### config.mk
export PLATFORM = sky130hd
export DESIGN_NAME = pcm_slot_port
export DESIGN_NICKNAME = d
export VERILOG_FILES = /design/src/rtl/pcm_pkg.sv /design/src/rtl/pcm_code_fmt.sv /design/src/rtl/pcm_tx_slot.sv /design/src/rtl/pcm_rx_slot.sv /design/src/rtl/pcm_slot_port.sv
export SDC_FILE = /design/constraint.sdc
export NUM_CORES = 1
export LEC_CHECK = 0
export ABC_CLOCK_PERIOD_IN_PS = 4000
export CAP_MARGIN = 20
export CORE_MARGIN = 1
export CORE_UTILIZATION = 25
export CTS_CLUSTER_DIAMETER = 100
export DETAILED_ROUTE_END_ITERATION = 12
export DONT_BUFFER_PORTS = 1
export MAX_ROUTING_LAYER = met4
export PLACE_DENSITY_LB_ADDON = 0.3
export SLEW_MARGIN = 20
export SYNTH_ARGS = -nofsm -noshare
export SYNTH_HDL_FRONTEND = slang
export SYNTH_SLANG_ARGS = --single-unit
### constraint.sdc
create_clock -name clk -period 4 [get_ports clk]
set_input_delay 0.8 -clock clk [delete_from_list [all_inputs] [get_ports clk]]
set_output_delay 0.8 -clock clk [all_outputs]
set_load 0.03 [all_outputs]
### src/rtl/pcm_pkg.sv
package pcm_pkg;
  typedef enum logic [1:0] {
    FMT_SIGNMAG = 2'b00,
    FMT_MAGINV  = 2'b01,
    FMT_ALTINV  = 2'b10,
    FMT_SPARE   = 2'b11
  } code_fmt_e;

  // Channel address codes 00 (low) and 01 (ground) carry PCM; 1x is high.
  function automatic logic pcm_selected(input logic [1:0] ch);
    return ~ch[1];
  endfunction
endpackage

### src/rtl/pcm_code_fmt.sv
module pcm_code_fmt #(
  parameter int W = 8
) (
  input  logic [W-1:0] raw,
  input  logic [1:0]   fmt,
  output logic [W-1:0] coded
);
  import pcm_pkg::*;

  logic [W-1:0] mag_mask;
  logic [W-1:0] alt_mask;

  generate
    for (genvar i = 0; i < W; i++) begin : g_mask
      assign mag_mask[i] = (i != W-1);
      assign alt_mask[i] = ((i % 2) == 0);
    end
  endgenerate

  always_comb begin
    case (fmt)
      FMT_MAGINV: coded = raw ^ mag_mask;
      FMT_ALTINV: coded = raw ^ alt_mask;
      default:    coded = raw;
    endcase
  end
endmodule

### src/rtl/pcm_tx_slot.sv
module pcm_tx_slot #(
  parameter int W = 8
) (
  input  logic         clk,
  input  logic         rst,
  input  logic         frame_n,
  input  logic [1:0]   chan_sel,
  input  logic         pwrdn,
  input  logic [W-1:0] word,
  output logic         slot_o,
  output logic         dout,
  output logic         dout_oe
);
  import pcm_pkg::*;
  localparam int CW = (W > 1) ? $clog2(W) : 1;
  localparam logic [CW-1:0] LAST = CW'(W-1);
  localparam int RW = $clog2(W + 2);

  logic          slot_q, done_q, dout_q, oe_q;
  logic [CW-1:0] cnt_q;
  logic [W-1:0]  sh_q;

  always_ff @(posedge clk) begin
    if (rst) begin
      slot_q <= 1'b0;
      done_q <= 1'b0;
      dout_q <= 1'b0;
      oe_q   <= 1'b0;
      cnt_q  <= '0;
      sh_q   <= '0;
    end else if (frame_n) begin
      slot_q <= 1'b0;
      done_q <= 1'b0;
      oe_q   <= 1'b0;
    end else if (!slot_q && !done_q) begin
      if (pcm_selected(chan_sel)) begin
        slot_q <= 1'b1;
        cnt_q  <= '0;
        dout_q <= word[W-1];
        sh_q   <= word << 1;
        oe_q   <= ~pwrdn;
      end else begin
        done_q <= 1'b1;
      end
    end else if (slot_q) begin
      if (cnt_q == LAST) begin
        slot_q <= 1'b0;
        done_q <= 1'b1;
        oe_q   <= 1'b0;
      end else begin
        cnt_q  <= cnt_q + 1'b1;
        dout_q <= sh_q[W-1];
        sh_q   <= sh_q << 1;
        oe_q   <= ~pwrdn;
      end
    end
  end

  assign slot_o  = slot_q;
  assign dout    = dout_q;
  assign dout_oe = oe_q;

  // Checker state: length of the current drive run.
  logic [RW-1:0] run_q;
  always_ff @(posedge clk) begin
    if (rst || !oe_q) run_q <= '0;
    else              run_q <= run_q + 1'b1;
  end

  a_r3_drive_len: assert property (@(posedge clk) disable iff (rst)
    run_q <= RW'(W));
  a_r3_frame_high_stops: assert property (@(posedge clk) disable iff (rst)
    frame_n |=> !dout_oe);
  a_r11_pwrdn_quiet: assert property (@(posedge clk) disable iff (rst)
    pwrdn |=> !dout_oe);
  a_r4_start_needs_pcm: assert property (@(posedge clk) disable iff (rst)
    $rose(dout_oe) |-> (!$past(frame_n) && !$past(chan_sel[1])));
endmodule

### src/rtl/pcm_rx_slot.sv
module pcm_rx_slot #(
  parameter int W = 8
) (
  input  logic         clk,
  input  logic         rst,
  input  logic         slot_i,
  input  logic         din,
  input  logic         loopback,
  output logic [W-1:0] hold_o,
  output logic [W-1:0] dec_byte,
  output logic         dec_valid
);
  localparam int CW = (W > 1) ? $clog2(W) : 1;
  localparam logic [CW-1:0] LAST = CW'(W-1);

  logic [CW-1:0] cnt_q;
  logic [W-1:0]  sh_q, hold_q, dec_q;
  logic          vld_q;
  logic [W-1:0]  next_sh;

  assign next_sh = {sh_q[W-2:0], din};

  always_ff @(negedge clk) begin
    if (rst) begin
      cnt_q  <= '0;
      sh_q   <= '0;
      hold_q <= '0;
      dec_q  <= '0;
      vld_q  <= 1'b0;
    end else begin
      vld_q <= 1'b0;
      if (slot_i) begin
        sh_q  <= next_sh;
        cnt_q <= cnt_q + 1'b1;
        if (cnt_q == LAST) begin
          hold_q <= next_sh;
          vld_q  <= 1'b1;
          dec_q  <= loopback ? '0 : next_sh;
          cnt_q  <= '0;
        end
      end else begin
        cnt_q <= '0;
      end
      if (loopback) dec_q <= '0;
    end
  end

  assign hold_o    = hold_q;
  assign dec_byte  = dec_q;
  assign dec_valid = vld_q;

  a_r5_valid_single: assert property (@(negedge clk) disable iff (rst)
    dec_valid |=> !dec_valid);
  a_r10_loop_dec_zero: assert property (@(negedge clk) disable iff (rst)
    loopback |=> (dec_byte == '0));
  a_r5_valid_in_slot: assert property (@(negedge clk) disable iff (rst)
    $rose(dec_valid) |-> $past(slot_i));
endmodule

### src/rtl/pcm_slot_port.sv
module pcm_slot_port #(
  parameter int W = 8
) (
  input  logic         clk,
  input  logic         rst,
  input  logic         frame_n,
  input  logic [1:0]   chan_sel,
  input  logic         pwrdn,
  input  logic         loopback,
  input  logic [1:0]   code_fmt,
  input  logic [W-1:0] enc_byte,
  input  logic         din,
  output logic         dout,
  output logic         dout_oe,
  output logic [W-1:0] dec_byte,
  output logic         dec_valid
);
  logic [W-1:0] coded, rx_hold, tx_word;
  logic         slot;

  pcm_code_fmt #(.W(W)) fmt_i (
    .raw   (enc_byte),
    .fmt   (code_fmt),
    .coded (coded)
  );

  assign tx_word = loopback ? rx_hold : coded;

  pcm_tx_slot #(.W(W)) tx_i (
    .clk      (clk),
    .rst      (rst),
    .frame_n  (frame_n),
    .chan_sel (chan_sel),
    .pwrdn    (pwrdn),
    .word     (tx_word),
    .slot_o   (slot),
    .dout     (dout),
    .dout_oe  (dout_oe)
  );

  pcm_rx_slot #(.W(W)) rx_i (
    .clk       (clk),
    .rst       (rst),
    .slot_i    (slot),
    .din       (din),
    .loopback  (loopback),
    .hold_o    (rx_hold),
    .dec_byte  (dec_byte),
    .dec_valid (dec_valid)
  );
endmodule

After elaboration in Yosys (flattened, before gate mapping)
Index checks and enable logic that the tools add are counted.
{ "classes": {"n_bitwise": 5, "n_eq_ne": 7, "addsub": 2, "n_reduce_logical": 13, "n_mux": 27} }
{ "ops": {"columns": ["operator", "n"], "rows": [
  ["2-to-1 mux 8 bit", 5],
  ["2-to-1 mux 1 bit", 17],
  ["one-hot mux 7 bit (2 select lines)", 1],
  ["2-to-1 mux 3 bit", 4],
  ["inverter 7 bit", 1],
  ["adder 3 x 1 -> 3 bit, second input constant", 2],
  ["== test 3 bit, second input constant", 2],
  ["OR reduction 2 bit", 3],
  ["inequality test 2 bit, second input constant", 2],
  ["inverter 4 bit", 1],
  ["AND reduction 2 bit", 2],
  ["AND reduction 4 bit", 1],
  ["nonzero test 2 bit", 2],
  ["inverter 1 bit", 3],
  ["AND reduction 3 bit", 1],
  ["OR reduction 3 bit", 1],
  ["== test 2 x 1 -> 1 bit, second input constant", 1],
  ["== test 2 bit, second input constant", 1],
  ["zero test 1 bit", 2],
  ["inequality test 2 x 1 -> 1 bit, second input constant", 1],
  ["logical AND 1 bit", 1]
]} }
{ "totals": {"register_bits": 42, "inputBits": 18, "out_inout_bits": 11, "word_cells": 65} }

Logic depth before layout (Yosys ltp)
Gate-level depths: netlist (run 1).
{ "depth": {"word_depth": 5, "depth_mapped": 7, "ltp_nobuf": 6} }

Cells and area by module
A second synthesis (run 1) with hierarchy kept.
{ "hier_totals": {"hier_cells": 214, "area_unflattened_um2": 2162.1} }
{ "modules_own_cells": {"columns": ["module", "seq_area_each_um2", "area_per_inst_um2", "instances", "cells_per_inst"], "rows": [
  ["pcm_rx_slot", 540.5, 1121.1, 1, 100],
  ["pcm_tx_slot", 280.3, 720.7, 1, 81],
  ["pcm_code_fmt", 0.0, 188.9, 1, 24],
  ["pcm_slot_port", 0.0, 131.4, 1, 9]
]} }

==> results.json, run 1 <==
{
  "whs_endpoint": "rx_i.cnt_q[0]$_SDFF_NP0_",
  "crit_type": "reg2out",
  "fin_ws_ps": 330,
  "drcViolationCount": 0,
  "worst_pin_slew_ps": 541,
  "hp-start": "rx_i.cnt_q[0]$_SDFF_NP0_",
  "dieArea_mm2": 0.00741,
  "slew_viol_final": 0,
  "io_pins": 29,
  "synth_fp_nets": 229,
  "viasPerCell": 4.51,
  "ff_latch_area_um2": 821,
  "finalWirelength_um": 3950,
  "hold_class": "reg2reg",
  "grt_first_pass_wirelength_um": 6500,
  "synth.area.top_cells": "dfxtp_1 46%, nor2_1 8.1%, a21oi_1 6.5%",
  "cp_max_fo": 2,
  "grt_max_degree": 33,
  "area_growth_pct": 15.9,
  "use_met3_pct": 6.54,
  "die_y_um": 86.1,
  "place_area_mm2": 0.00184,
  "hold_path_depth": 1,
  "cts_resized": 0,
  "rr_endpoint": "rx_i.dec_byte[0]$_SDFFE_NP0P_",
  "ys_types": 32,
  "clkSinkCount": 41,
  "synthCells": 203,
  "postRouteAntennaNets": 0,
  "root_buffer": "clkbuf_8",
  "holdBufCountCts": 0,
  "clk_path_buf_depth": 2,
  "cp_data_arrival_time_ps": 2870,
  "async_flop_share_pct": 0,
  "clock_skew_ps": 65.2,
  "ys_ff_latch": 41,
  "r2r_slack_ps": 620,
  "setup_violations": 0,
  "clk_latency_ps": 360,
  "antenna_found_initial": 0,
  "multiInputGateArea_um2": 858,
  "core_area_mm2": 0.00679,
  "grt.met2_usage_pct": 17.4,
  "avgRoutedWirePerCell_um": 12.3,
  "n_fill_cell": 726,
  "setup_tns_ps": 0,
  "cts_tree": "yes",
  "synthTopCellsByCount": "41 x dfxtp_1, 38 x nor2_1, 23 x a21oi_1",
  "outcome": "finished, final reports clean",
  "drtPass1Iterations": 4,
  "track_usage_pct": 11.8,
  "p_per_area_mw_per_mm2": 434,
  "rsz0062_at_grt": "false",
  "power_w": 0.000890,
  "grtUsageMet1_pct": 12.3,
  "p_leak_nw": 0.902,
  "fin_nets": 251,
  "r2r_cells": 3,
  "vias": 1453,
  "drive_gt1_share_pct": 5.75,
  "synth_edf_count": 0,
  "gp_congestion": 0.748,
  "synth.cell_area_mm2": 0.00177,
  "cp-start-kind": "flip-flop",
  "numCtsBuffers": 5,
  "hold_viol": 0,
  "cp.required_ps": 3200,
  "max_slew_margin_pct": 63.8,
  "synth.most_common_cell": "dfxtp_1",
  "num_rows": 30,
  "final_area_mm2": 0.00205,
  "global_route.overflow_total": 0,
  "end_kind": "primary output",
  "synth-seq-area-share_pct": 46.4,
  "synth_ff_type": "dfxtp_1",
  "synth_top_cell_area_share_pct": 46.4,
  "clkSlewWorstSetupHoldPaths_ps": 40,
  "whs_ps": 426,
  "dp_slack_ps": 609,
  "grt_pass1_vias": 1454,
  "timing.rr.start": "tx_i.slot_o$_SDFFE_PP0P_",
  "cts_htree_levels": 2,
  "vdd_drop_max_v": 0.000155,
  "n_antenna_cell": 0,
  "post_cts_buffers": 0,
  "start_util_pct": 26.0,
  "yosysTopAreaCell": "dfxtp_1",
  "yosys_warnings": 0,
  "hpwlAfterDp_um": 2820,
  "die_x_um": 86.1,
  "drv_cap": 0,
  "grt-busiest-layer": "met2",
  "first_iter_violations": 71,
  "syn_avg_cell_area_um2": 8.71,
  "numPortBuffers": 0
}
## cell usage in the layout, fill, tap and decap left out, types with 2 or more instances in the layout
cell,n
o31ai_1,4
a21o_1,2
dfxtp_1,41
and2_1,2
nand3_1,3
nand2b_1,4
mux2i_1,8
or2_2,3
ha_1,8
a21oi_1,23
inv_1,36
a22oi_1,2
clkbuf_8,5
a311oi_1,6
o21ai_0,10
nor3_1,3
a221oi_1,3
nor2_1,38
and3_1,9
nand2_1,3
## power by group
group / internal [W] / total (W) / switching [W]
logic: 0.0000239 / 0.0000568 / 0.0000329
clock network: 0.000195 / 0.000406 / 0.000211
registers: 0.000419 / 0.000427 / 0.00000802
total: 0.000639 / 0.000890 / 0.000252
## cells by family after synthesis
group / after synthesis / synth area share (%)
adders and majority gates: 8 / 5.66
DFF: 41 / 46.4
muxes: 8 / 4.53
AOI/OAI and AO/OA: 56 / 20.5
and+or+nand+nor: 68 / 17.9
buffers and inverters: 22 / 5.03
## worst max-delay path by stage
| stage | start | end | depth (start not counted) |
|---|---|---|---|
| finish | rx_i.dec_byte[4]$_SDFFE_NP0P_ | dec_byte[4] | 0 |
| global route | rx_i.dec_byte[4]$_SDFFE_NP0P_ | dec_byte[4] | 0 |
| CTS | rx_i.dec_byte[4]$_SDFFE_NP0P_ | dec_byte[4] | 0 |
| detailed placement | tx_i.slot_o$_SDFFE_PP0P_ | rx_i.hold_o[7]$_SDFFE_NP0P_ | 3 |
| global placement | tx_i.slot_o$_SDFFE_PP0P_ | rx_i.dec_byte[7]$_SDFFE_NP0P_ | 3 |
| floorplan | rst | rx_i.dec_valid$_SDFF_NP0_ | 3 |
## metal layers
metal	routed length, µm	share of wire [%]	up-vias
li1	-	-	755
met4	84	2.1	0
met3	335	8.5	5
met5	0	0	-
met2	1730	44	29
met1	1800	46	664
## worst reg2reg max path: stages, from the launching register on
cell and delay [ps]:
dfxtp_1 540, nand2_1 430, a21oi_1 290, nor2_1 60
## cell type report
type	count	share of cell area [%]
tap	96	5.86
inverter	9	1.65
multi-input combinational	140	41.9
clock buffer	6	4.58
sequential	41	40.0
timing repair buffer	1	0.366
clock inverter	29	5.62
## state kept, by name, indices dropped and copies added (netlist names)
register / cells
rx_i.hold_o: 8
tx_i.done_q: 1
rx_i.cnt_q: 3
tx_i.slot_o: 1
rx_i.dec_byte: 8
tx_i.dout_oe: 1
rx_i.dec_valid: 1
tx_i.cnt_q: 3
rx_i.sh_q: 7
tx_i.dout: 1
tx_i.sh_q: 7
## through the flow
stage               instances  utilization [%]
detailed placement        288             27.1
finish                    322             30.2
global route              322             30.2
CTS                       322             30.2
global placement          288             27.1
floorplan                 203                -
Power figures use the tool's default switching activity.
==> run 2: changes to the inputs <==
--- a/config.mk
+++ b/config.mk
@@ -8,7 +8,7 @@
 export ABC_CLOCK_PERIOD_IN_PS = 4000
 export CAP_MARGIN = 20
 export CORE_MARGIN = 1
-export CORE_UTILIZATION = 25
+export CORE_UTILIZATION = 45
 export CTS_CLUSTER_DIAMETER = 100
 export DETAILED_ROUTE_END_ITERATION = 12
 export DONT_BUFFER_PORTS = 1
==> constraint.sdc (replaced) <==
create_clock -name clk -period 4 [get_ports clk]
set_input_delay 0.4 -clock clk [delete_from_list [all_inputs] [get_ports clk]]
set_output_delay 0.4 -clock clk [all_outputs]
set_load 0.03 [all_outputs]
==> run 2 against run 1 <==
Compared with the run above:
- cell area is 1.9% lower
- die area down 44%
- first-iteration DRC count is 38% higher
- critical path depth is the same
- largest power group is now the clock network
- flip-flop and latch count stayed put
- global-route usage up 9.0 points
- critical endpoint is now dec_byte[3]
- sequential power hardly changed
==> results.json, run 2 (same netlist as run 1, synthesis figures left out) <==
{
  "drtPass1Iterations": 4,
  "multiInputGateArea_um2": 858,
  "numCtsBuffers": 5,
  "cts_htree_levels": 2,
  "numPortBuffers": 0,
  "slew_viol_final": 0,
  "cp-start-kind": "flip-flop",
  "p_per_area_mw_per_mm2": 484,
  "grt_first_pass_wirelength_um": 6300,
  "hold_path_depth": 1,
  "postRouteAntennaNets": 0,
  "place_area_mm2": 0.00178,
  "setup_tns_ps": 0,
  "clk_latency_ps": 360,
  "cp.required_ps": 3600,
  "end_kind": "primary output",
  "n_fill_cell": 353,
  "whs_endpoint": "tx_i.dout$_SDFFE_PP0P_",
  "root_buffer": "clkbuf_8",
  "hp-start": "rst",
  "crit_type": "reg2out",
  "final_area_mm2": 0.00201,
  "io_pins": 29,
  "cts_tree": "yes",
  "clkSinkCount": 41,
  "post_cts_buffers": 0,
  "holdBufCountCts": 0,
  "antenna_found_initial": 0,
  "cts_resized": 0,
  "hold_class": "in2reg",
  "first_iter_violations": 98,
  "avgRoutedWirePerCell_um": 13.7,
  "drcViolationCount": 0,
  "clock_skew_ps": 69.1,
  "die_y_um": 64.7,
  "global_route.overflow_total": 0,
  "track_usage_pct": 20.8,
  "worst_pin_slew_ps": 508,
  "final_util_pct": 54.1,
  "setup_violations": 0,
  "ff_latch_area_um2": 821,
  "gp_congestion": 0.773,
  "outcome": "finished, final reports clean",
  "num_rows": 22,
  "viasPerCell": 5.56,
  "dieArea_mm2": 0.00418,
  "clk_path_buf_depth": 2,
  "final_common_cell": "dfxtp_1",
  "timing.rr.start": "rx_i.hold_o[3]$_SDFFE_NP0P_",
  "power_w": 0.000974,
  "n_antenna_cell": 0,
  "drive_gt1_share_pct": 5.33,
  "dp_slack_ps": 746,
  "die_x_um": 64.7,
  "grt_pass1_vias": 1509,
  "hpwlAfterDp_um": 2630,
  "start_util_pct": 47.6,
  "layout_common_cells": "41 x dfxtp_1, 38 x nor2_1, 36 x inv_1",
  "p_leak_nw": 0.914,
  "rr_endpoint": "tx_i.sh_q[4]$_SDFFE_PP0P_",
  "vias": 1517,
  "grt_max_degree": 33,
  "hold_viol": 0,
  "max_slew_margin_pct": 66.0,
  "r2r_cells": 4,
  "fin_ws_ps": 737,
  "core_area_mm2": 0.00372,
  "vdd_drop_max_v": 0.000213,
  "finalWirelength_um": 3730,
  "r2r_slack_ps": 770,
  "area_growth_pct": 13.7,
  "clkSlewWorstSetupHoldPaths_ps": 80,
  "rsz0062_at_grt": "false",
  "cp_max_fo": 2,
  "fin_nets": 251,
  "cp_data_arrival_time_ps": 2860,
  "drv_cap": 0
}
==> run 2: cell count changes in the layout (fill, tap and decap cells not counted) <==
cell and change:
bufinv_16 +2, clkbuf_16 -1, clkinvlp_2 -1, clkinv_4 -1
==> run 2: routing by layer <==
metal	part of all wire, %	up-vias	track usage (%)
li1	-	756	-
met1	42	721	21.3
met2	51	32	32.5
met3	4.4	8	7.75
met4	2.8	0	15.6
met5	0	-	-
==> run 2: how the worst max path moves through the flow <==
stage	startpoint	endpoint	slack, ps	depth (start not counted)
detailed placement	tx_i.slot_o$_SDFFE_PP0P_	rx_i.dec_byte[7]$_SDFFE_NP0P_	750	3
global placement	tx_i.slot_o$_SDFFE_PP0P_	rx_i.dec_byte[5]$_SDFFE_NP0P_	810	3
finish	rx_i.dec_byte[3]$_SDFFE_NP0P_	dec_byte[3]	740	0
CTS	rx_i.dec_byte[3]$_SDFFE_NP0P_	dec_byte[3]	720	0
floorplan	tx_i.slot_o$_SDFFE_PP0P_	rx_i.hold_o[0]$_SDFFE_NP0P_	740	5
global route	rx_i.hold_o[1]$_SDFFE_NP0P_	tx_i.sh_q[2]$_SDFFE_PP0P_	620	4
==> run 2: layout make-up <==
| cell class | count | area share, % |
|---|---|---|
| multi-input combinational | 140 | 42.7 |
| inverter | 9 | 1.68 |
| tap | 48 | 2.99 |
| clock inverter | 29 | 8.03 |
| clock buffer | 5 | 3.42 |
| timing repair buffer | 1 | 0.373 |
| sequential | 41 | 40.8 |
==> run 2: per-stage QoR <==
stage                     std cells  hold slack [ps]
after floorplan                 203              398
after global placement          240              408
after detailed placement        240              423
after CTS                       273              148
after global routing            273              141
final                           273              158
==> run 2: where the power goes <==
group	total (W)	leakage (nW)	internal, W	switching [W]
Sequential	0.000427	0.332	0.000419	0.00000798
Clock	0.000489	0.208	0.000281	0.000208
Combinational	0.0000580	0.374	0.0000240	0.0000340
